<file path="src/rtl/bmi_pkg.sv">
package bmi_pkg;
  typedef enum logic [1:0] {
    SEL_MATCH_LO = 2'd0,
    SEL_MATCH_HI = 2'd1,
    SEL_CTRL     = 2'd2
  } reg_sel_e;

  localparam int FLAG_BIT = 0;
  localparam int EN_BIT   = 1;
endpackage

</file>
<file path="src/rtl/bmi_counter.sv">
module bmi_counter #(
  parameter int CNT_W = 64
) (
  input  logic             clk,
  input  logic             rst_n,
  input  logic             tick_en,
  output logic [CNT_W-1:0] count
);
  always_ff @(posedge clk) begin
    if (!rst_n)       count <= '0;
    else if (tick_en) count <= count + CNT_W'(1);
  end

  a_r1_step: assert property (@(posedge clk) disable iff (!rst_n)
    tick_en |=> count == $past(count) + CNT_W'(1));
  a_r1_hold: assert property (@(posedge clk) disable iff (!rst_n)
    !tick_en |=> $stable(count));
endmodule

</file>
<file path="src/rtl/bmi_bank.sv">
module bmi_bank #(
  parameter int DATA_W = 32,
  localparam int CNT_W = 2 * DATA_W
) (
  input  logic              clk,
  input  logic              rst_n,
  input  logic [CNT_W-1:0]  count,
  input  logic              wr_lo,
  input  logic              wr_hi,
  input  logic              wr_ctrl,
  input  logic [DATA_W-1:0] wdata,
  output logic [CNT_W-1:0]  match_val,
  output logic              flag,
  output logic              en,
  output logic              irq
);
  import bmi_pkg::*;

  logic [DATA_W-1:0] shadow_q;
  logic              eq, eq_q, hit, clr_req;

  assign eq      = (count == match_val);
  assign hit     = eq && !eq_q;
  assign clr_req = wr_ctrl && wdata[FLAG_BIT];
  assign irq     = flag && en;

  always_ff @(posedge clk) begin
    if (!rst_n) begin
      shadow_q  <= '0;
      match_val <= '0;
      eq_q      <= 1'b1;
      flag      <= 1'b0;
      en        <= 1'b0;
    end else begin
      eq_q <= eq;
      if (wr_lo) shadow_q  <= wdata;
      if (wr_hi) match_val <= {wdata, shadow_q};
      if (hit)          flag <= 1'b1;
      else if (clr_req) flag <= 1'b0;
      if (wr_ctrl) en <= wdata[EN_BIT];
    end
  end

  a_r3_low_only: assert property (@(posedge clk) disable iff (!rst_n)
    wr_lo |=> $stable(match_val));
  a_r5_sticky: assert property (@(posedge clk) disable iff (!rst_n)
    (flag && !clr_req) |=> flag);
  a_r7_set_wins: assert property (@(posedge clk) disable iff (!rst_n)
    hit |=> flag);
  a_r6_edge_only: assert property (@(posedge clk) disable iff (!rst_n)
    (!flag && !hit) |=> !flag);
  a_r8_gate: assert property (@(posedge clk) disable iff (!rst_n)
    !en |-> !irq);
endmodule

</file>
<file path="src/rtl/banked_match_irq.sv">
module banked_match_irq #(
  parameter int NUM_CPU = 4,
  parameter int DATA_W  = 32,
  localparam int CNT_W  = 2 * DATA_W,
  localparam int ID_W   = (NUM_CPU > 1) ? $clog2(NUM_CPU) : 1
) (
  input  logic               clk,
  input  logic               rst_n,
  input  logic               tick_en,
  input  logic               req_valid,
  output logic               req_ready,
  input  logic               req_write,
  input  logic [ID_W-1:0]    req_cpu,
  input  logic [1:0]         req_addr,
  input  logic [DATA_W-1:0]  req_wdata,
  output logic               rsp_valid,
  input  logic               rsp_ready,
  output logic [DATA_W-1:0]  rsp_rdata,
  output logic [CNT_W-1:0]   timer_value,
  output logic [NUM_CPU-1:0] irq
);
  import bmi_pkg::*;

  logic              accept, wr_acc;
  logic [CNT_W-1:0]  match_a [NUM_CPU];
  logic [NUM_CPU-1:0] flag_a, en_a;
  logic [DATA_W-1:0] rd_data;

  assign req_ready = !rsp_valid || rsp_ready;
  assign accept    = req_valid && req_ready;
  assign wr_acc    = accept && req_write;

  bmi_counter #(.CNT_W(CNT_W)) u_counter (
    .clk(clk), .rst_n(rst_n), .tick_en(tick_en), .count(timer_value)
  );

  for (genvar g = 0; g < NUM_CPU; g++) begin : g_bank
    logic sel;
    assign sel = wr_acc && (req_cpu == ID_W'(g));
    bmi_bank #(.DATA_W(DATA_W)) u_bank (
      .clk      (clk),
      .rst_n    (rst_n),
      .count    (timer_value),
      .wr_lo    (sel && (req_addr == SEL_MATCH_LO)),
      .wr_hi    (sel && (req_addr == SEL_MATCH_HI)),
      .wr_ctrl  (sel && (req_addr == SEL_CTRL)),
      .wdata    (req_wdata),
      .match_val(match_a[g]),
      .flag     (flag_a[g]),
      .en       (en_a[g]),
      .irq      (irq[g])
    );
  end

  always_comb begin
    rd_data = '0;
    if (int'(req_cpu) < NUM_CPU) begin
      case (reg_sel_e'(req_addr))
        SEL_MATCH_LO: rd_data = match_a[req_cpu][DATA_W-1:0];
        SEL_MATCH_HI: rd_data = match_a[req_cpu][CNT_W-1:DATA_W];
        SEL_CTRL:     rd_data = {{(DATA_W-2){1'b0}}, en_a[req_cpu], flag_a[req_cpu]};
        default:      rd_data = '0;
      endcase
    end
  end

  always_ff @(posedge clk) begin
    if (!rst_n) begin
      rsp_valid <= 1'b0;
      rsp_rdata <= '0;
    end else if (accept && !req_write) begin
      rsp_valid <= 1'b1;
      rsp_rdata <= rd_data;
    end else if (rsp_ready) begin
      rsp_valid <= 1'b0;
    end
  end

  a_r11_rsp_hold: assert property (@(posedge clk) disable iff (!rst_n)
    (rsp_valid && !rsp_ready) |=> (rsp_valid && $stable(rsp_rdata)));
  a_r10_ctrl_upper: assert property (@(posedge clk) disable iff (!rst_n)
    (accept && !req_write && req_addr == SEL_CTRL) |=> (rsp_rdata[DATA_W-1:2] == '0));
endmodule

</file>
<file path="config.mk">
export PLATFORM = sky130hd
export DESIGN_NAME = banked_match_irq
export DESIGN_NICKNAME = d
export VERILOG_FILES = /design/src/rtl/bmi_pkg.sv /design/src/rtl/bmi_counter.sv /design/src/rtl/bmi_bank.sv /design/src/rtl/banked_match_irq.sv
export SDC_FILE = /design/constraint.sdc
export NUM_CORES = 1
export LEC_CHECK = 0
export ABC_AREA = 1
export BUFFER_PORTS_ARGS = -buffer_cell sky130_fd_sc_hd__buf_2
export CORE_AREA = 2 2 266 268
export CTS_CLUSTER_SIZE = 10
export DETAILED_ROUTE_END_ITERATION = 8
export DIE_AREA = 0 0 268 270
export PLACE_DENSITY = 0.54
export SYNTH_ARGS = -nofsm -noshare
export SYNTH_HDL_FRONTEND = slang
export SYNTH_SLANG_ARGS = --single-unit
</file>
<file path="constraint.sdc">
create_clock -name clk -period 1.7 [get_ports clk]
set_clock_uncertainty 0.1 [all_clocks]
set_input_delay 0.255 -clock clk [delete_from_list [all_inputs] [get_ports clk]]
set_output_delay 0.255 -clock clk [all_outputs]
set_load 0.005 [all_outputs]
</file>
==> results of run 1 <==
-- path summary, 6_finish.rpt --
| path | to | slack (ps) | cells past startpoint |
|---|---|---|---|
| hold reg to reg | rsp_rdata[10] | 370 | 2 |
| setup reg to reg | g_bank[1].u_bank.flag | -180 | 11 |
| setup / recovery | g_bank[1].u_bank.flag | -180 | 11 |
| hold / removal | g_bank[1].u_bank.en | 50 | 3 |
-- cell type report --
class | instances | area share (%)
Inverter | 354 | 3.94
Tap cell | 940 | 3.31
Clock inverter | 3 | 0.0528
Antenna cell | 1 | 0.00704
Sequential cell | 493 | 28.1
Multi-Input combinational cell | 2625 | 39.1
Timing Repair Buffer | 781 | 20.9
Clock buffer | 80 | 4.61
-- routing by layer --
metal | wire, um | vias to the layer above
li1 | - | 13200
met1 | 48600 | 12900
met2 | 51300 | 1351
met3 | 10700 | 302
met4 | 6160 | 4
met5 | 34 | -
-- cell usage in the layout, fill, tap and decap left out, types with 37 or more instances in the layout --
cell / count
nor2_4: 63
nand2_1: 796
buf_6: 63
xor2_1: 80
a21oi_1: 219
a21oi_2: 44
nor2_1: 529
buf_2: 139
o21ai_2: 110
buf_12: 64
nor2_2: 56
dfxtp_1: 439
o21ai_0: 280
buf_4: 430
nand3_1: 66
clkbuf_16: 80
o21ai_1: 71
nand2_2: 37
inv_1: 315
o22ai_1: 91
-- report_power, final --
part	internal, mW	switching [mW]	total (mW)	leakage [nW]
registers	11.7	0.132	11.8	4.02
clock network	6.56	5.00	11.6	0.811
logic	0.993	1.67	2.66	11.0
-- cells by family after synthesis --
logic type,share of synthesized area [%]
flip-flops,40.8
buffers and inverters,9.79
AND/OR/NAND/NOR,27.1
adder cells (fa/ha/maj),0.0518
XOR/XNOR,2.97
AO/OA/AOI/OAI,19.2
-- cells in the mapped netlist, drive strengths merged --
library cell and instances:
nand2 855, nor2 648, dfxtp 493, o21ai 477, inv 348, a21oi 264, buf 121, clkbuf 105
o22ai 91, nand3 84, xor2 80, nor3 36, o211ai 29, nand4 24, a22oi 13, clkinv 6
a22o 4, nor4 4, a31oi 3, nor3b 2, xnor2 2, and2 1, and3 1, ha 1
nand3b 1
-- flip-flops by register name, indices dropped and copies added, names as in the netlist --
register,cells
g_bank.u_bank.match_val,256
g_bank.u_bank.shadow_q,128
u_counter.count,64
rsp_rdata,32
g_bank.u_bank.en,4
g_bank.u_bank.eq_q,4
g_bank.u_bank.flag,4
rsp_valid,1
-- per-stage QoR --
step / hold slack (ps) / cells / cell area, um2 / worst slack (ps) / power, mW
3_3_place_gp: 356 / 5059 / 29500 / -536 / 14.2
3_5_place_dp: 359 / 5059 / 29500 / -534 / 14.2
5_1_grt: 50.0 / 5276 / 35600 / -244 / 26.8
4_1_cts: 7.36 / 5225 / 33700 / -135 / 25.9
2_1_floorplan: 319 / 3693 / 24200 / 0.0616 / 13.1
6_report: 51.9 / 5277 / 35600 / -177 / 26.1
-- repair_timing --
item                                    in CTS  in global routing
hold buffers                                34                  0
pin swaps                                   88                 88
cloned                                      22                 26
endpoints found under the setup margin     455                491
hold endpoints to repair                   224                  0
buffers inserted                            33                 30
resized for setup                          485                388
-- worst max-delay path: cells and delay by family, from the launching register on --
family | cells | cell delay [ps]
AO/OA/AOI/OAI | 1 | 150
flip-flops | 1 | 410
AND/OR/NAND/NOR | 8 | 890
buffers and inverters | 2 | 260
==> out/summary.txt, run 1 <==
Hold Vio Cnt, Final: 0
via count: 27,700
WL/cell: 22.1 um
final worst slack: -177 ps
CTS Root Cell: clkbuf_16
post-route ant nets: 0
area taken by multi-input logic gates: 13,900 um2
core box area: 69,500 um2
RSZ-0062 raised after global routing: yes
first-pass GRT wire length: 162,000 um
Port Buffers: 143
Hold Startpoint: req_wdata[1]
GR Util All Layers: 29.8%
worst-path maximum fanout: 5
CTS Buffer Depth: 3
worst-margin pin slew: 490 ps
net count after synthesis: 3,736
clock sinks: 493
initial antenna violation count: 4
max-slew violation count: 0
Area contributors post-synth: dfxtp_1, nand2_1, nor2_1
filler instances: 6,859
CP max-delay cell: dfxtp_1
die area: 72,400 um2
largest net degree at the start of global routing: 56
post-synth top area cell: dfxtp_1
layout net count: 4,356
Util after Layout: 51.1%
GRT met2 Usage: 47.0%
initial DRC count: 2,874
Seq/Total Area, Yosys: 40.8%
Max stage delay on crit path: 410 ps
Sequential cell area: 9990 um2
critical path class: flip-flop to flip-flop
Netlist cell types: 36
M1 GR Usage: 40.6%
Initial Util: 34.8%
worst hold path class: input port to flip-flop
most used cell, CP: nand2_1
vias in the first global route: 25,100
CTS tree: yes
PwrDens: 733 nW/um2
FF+latch count, synth: 493
Critical Path RT: 2160 ps
Sum Neg Setup Slack: -25,070 ps
Area Overhead vs Synth: 47.1%
Num CTS Buffers: 58
post-route minimum period: 1880 ps
Post-Synthesis Cells: 3,693
met3 Track Usage GR: 4.58%
Leak: 15.8 nW
outcome: finished with violations
Synth Area per Inst: 6.54 um2
H-tree depth: 2
relative slew slack: 67.2%
Worst setup EP type: flip-flop
peak supply drop: 795 uV
Ports: 144
Startpoint Class: flip-flop
Vias per Instance: 5.25
YS warnings: 0
Routed Wire Length: 117,000 um
RR Startpoint: u_counter.count[19]
share of the synthesized area in the top cell type: 40.8%
CTS clk-pin slew, worst paths: 60 ps
maximum clock frequency: 533 MHz
FP Rows: 97
failing checks: setup timing
Setup crit start: u_counter.count[19]
RePlAce Congestion: 1.01
Setup Viol. Count Final: 367
CP cell instances: inv_1, buf_4, nand2_1, nand2_1, nor2_1, nand2_1, nor2_1, nand2_1, nor2_4, nand3_2, a21oi_1
DRC: 0
die outline height: 270 um
Die X: 268 um
Worst Path Arrival: 2340 ps
Clock Latency Late Sink: 630 ps
crit share post-route: 110%
Initial DRT Pass Iterations: 6
synthesized area: 24,200 um2
busiest grt layer: met2
total gr overflow: 0
share of cells above drive strength 1: 30.0%
maxcap violations: 0
detailed placement HPWL: 78,600 um
Power figures use the tool's default switching activity.
==> inputs of run 2 (changes only) <==
==> constraint.sdc (replaced) <==
create_clock -name clk -period 1.7 [get_ports clk]
set_clock_uncertainty 0.1 [all_clocks]
set_input_delay 0.17 -clock clk [delete_from_list [all_inputs] [get_ports clk]]
set_output_delay 0.17 -clock clk [all_outputs]
set_load 0.005 [all_outputs]
==> out/summary.txt, run 2 (synthesis results as in run 1) <==
initial DRC count: 2,697 (was 2,874)
Sequential cell area: 9990 um2 (about the same)
worst-path maximum fanout: 4 (was 5)
Internal: 19.9 mW (was 19.3 mW)
Comb pwr share: 9.9% (was 10.2%)
Num CTS Buffers: 59 (was 58)
filler instances: 6,700 (was 6,859)
RePlAce Congestion: 0.993 (was 1.01)
total gr overflow: 0 (unchanged)
largest net degree at the start of global routing: 87 (was 56)
RSZ-0062 raised after global routing: yes (unchanged)
relative slew slack: 57.7% (was 67.2%)
Sw Pwr: 6.83 mW (was 6.80 mW)
Util after Layout: 51.9% (was 51.1%)
worst-margin pin slew: 634 ps (was 490 ps)
CTS clk-pin slew, worst paths: 60 ps (about the same)
clock sinks: 493 (unchanged)
initial antenna violation count: 1 (was 4)
post-route ant nets: 0 (unchanged)
post-place setup slack: -389 ps (was -534 ps)
Ports: 144 (unchanged)
Worst setup EP type: flip-flop (unchanged)
peak supply drop: 664 uV (was 795 uV)
Initial Util: 34.8% (unchanged)
Startpoint Class: flip-flop (unchanged)
Vias per Instance: 5.26 (was 5.25)
Routed Wire Length: 114,000 um (was 117,000 um)
DRC: 0 (unchanged)
Max stage delay on crit path: 320 ps (was 410 ps)
critical path class: flip-flop to flip-flop (unchanged)
crit share post-route: 112% (was 110%)
RR Startpoint: rsp_valid (was u_counter.count[19])
post-route minimum period: 1900 ps (was 1880 ps)
reg-to-reg slack, setup: -200 ps (was -180 ps)
Largest regs: g_bank.u_bank.match_val x256, g_bank.u_bank.shadow_q x128, u_counter.count x64 (unchanged)
worst hold path class: input port to flip-flop (unchanged)
layout net count: 4,348 (was 4,356)
FP Rows: 97 (unchanged)
CTS tree: yes (unchanged)
CTS Buffer Depth: 3 (unchanged)
R2R cell count: 11 (unchanged)
Seq pwr share: 44.3% (was 45.4%)
detailed placement HPWL: 77,300 um (was 78,600 um)
Port Buffers: 143 (unchanged)
hold_ws: 80.1 ps (was 51.9 ps)
hold path cells: 6 (was 3)
WL/cell: 21.7 um (was 22.1 um)
Sw Share: 25.6% (was 26.1%)
maximum clock frequency: 527 MHz (was 533 MHz)
GR Util All Layers: 29.4% (was 29.8%)
Hold Startpoint: req_valid (was req_wdata[1])
failing checks: setup timing (unchanged)
final cell count without fillers: 5,275 (was 5,277)
Clock Latency Late Sink: 640 ps (was 630 ps)
via count: 27,800 (was 27,700)
CP cell instances: inv_2, nor2_4, inv_4, nand3_4, nor2_1, buf_4, buf_6, buf_4, nand2_1, o21ai_0, a21oi_1 (was inv_1, buf_4, nand2_1, nand2_1, nor2_1, nand2_1, nor2_1, nand2_1, nor2_4, nand3_2, a21oi_1)
Hold Path End: rsp_rdata[9] (was g_bank[1].u_bank.en)
most used cell, CP: buf_4 (was nand2_1)
Critical Path RT: 2100 ps (was 2160 ps)
die outline height: 270 um (unchanged)
outcome: finished with violations (unchanged)
maxcap violations: 0 (unchanged)
share of cells above drive strength 1: 31.7% (was 30.0%)
Worst Path Arrival: 2300 ps (was 2340 ps)
core box area: 69,500 um2 (unchanged)
first-pass GRT wire length: 159,000 um (was 162,000 um)
PwrDens: 739 nW/um2 (was 733 nW/um2)
Die X: 268 um (unchanged)
vias in the first global route: 24,800 (was 25,100)
R2R Path End: g_bank[2].u_bank.flag (was g_bank[1].u_bank.flag)
dpl cells: 5,051 (was 5,059)
area taken by multi-input logic gates: 14,200 um2 (was 13,900 um2)
Reg with most FFs: g_bank.u_bank.match_val (unchanged)
Setup Viol. Count Final: 311 (was 367)
final worst slack: -196 ps (was -177 ps)
commonest non-fill, non-tap cell in the layout: nand2_1 (unchanged)
Largest register FFs: 256 (unchanged)
die area: 72,400 um2 (unchanged)
H-tree depth: 2 (unchanged)
max-slew violation count: 0 (unchanged)
CTS Root Cell: clkbuf_16 (unchanged)
Initial DRT Pass Iterations: 5 (was 6)
Hold Vio Cnt, Final: 0 (unchanged)
most frequent cells in the layout: nand2_1, nor2_1, dfxtp_1, buf_4, inv_1 (unchanged)
clock share of power: 45.8% (was 44.4%)
Leak: 16.0 nW (was 15.8 nW)
CP max-delay cell: dfxtp_2 (was dfxtp_1)
Design Power: 26.7 mW (was 26.1 mW)
Area Overhead vs Synth: 49.4% (was 47.1%)
[run 2: changes by cell type in the layout (fill, tap and decap cells not counted), sizes merged]
cell / delta
clkbuf: +3
buf: -3
nand2: -3
bufinv: +2
clkinv: -2
inv: -2
dlygate4sd3: +1
clkinvlp: +2
[run 2: cell type report]
type / count / area share, %
Multi-Input combinational cell: 2622 / 39.4
Sequential cell: 493 / 27.7
Timing Repair Buffer: 775 / 20.8
Clock buffer: 87 / 4.78
Inverter: 354 / 3.87
Tap cell: 940 / 3.26
Clock inverter: 3 / 0.180
Antenna cell: 1 / 0.00693
[run 2: worst max path at each step]
stage / from / endpoint / slack [ps] / cells past startpoint
5_1_grt: u_counter.count[17] / u_counter.count[58] / -280 / 11
4_1_cts: u_counter.count[11] / u_counter.count[58] / -120 / 13
6_report: rsp_valid / g_bank[2].u_bank.flag / -200 / 11
3_5_place_dp: u_counter.count[37] / u_counter.count[60] / -390 / 12
3_3_place_gp: u_counter.count[2] / g_bank[0].u_bank.flag / -410 / 12
2_1_floorplan: u_counter.count[1] / u_counter.count[20] / 0.06 / 9
[run 2: worst max-delay path, delay by kind of cell (launching register included)]
family          cells  cell delay (ps)
compound gates      2              350
simple gates        4              430
flops               1              320
buf+inv             5              550
[run 2: repair_timing]
| item | CTS | global route |
|---|---|---|
| pin swaps | 92 | 117 |
| endpoints found under the setup margin | 457 | 451 |
| hold endpoints to repair | 367 | 0 |
| hold buffers | 35 | 0 |
| cloned | 20 | 19 |
| gates resized for setup | 391 | 628 |
| setup buffers | 35 | 32 |
[run 2: power by group through the flow]
stage          registers, mW  logic, mW  clock network (mW)
2_1_floorplan           12.1      0.998                   0
3_3_place_gp            12.1       2.08                   0
3_5_place_dp            12.1       2.08                   0
4_1_cts                 11.8       2.34                12.3
5_1_grt                 11.8       2.78                12.8
6_report                11.8       2.64                12.2
[run 2: layer usage]
metal | share of wire [%] | track usage (%)
met5 | 0 | 0
met4 | 5.3 | 13.1
met3 | 9.0 | 4.80
met2 | 44 | 46.0
met1 | 42 | 39.7
[run 2: through the flow]
| step | setup TNS, ps | instance area [um2] |
|---|---|---|
| after floorplan | 0 | 24200 |
| after global placement | -66110 | 29500 |
| after detailed placement | -70480 | 29500 |
| after CTS | -7350 | 33600 |
| after global routing | -48470 | 36100 |
| final | -23950 | 36100 |
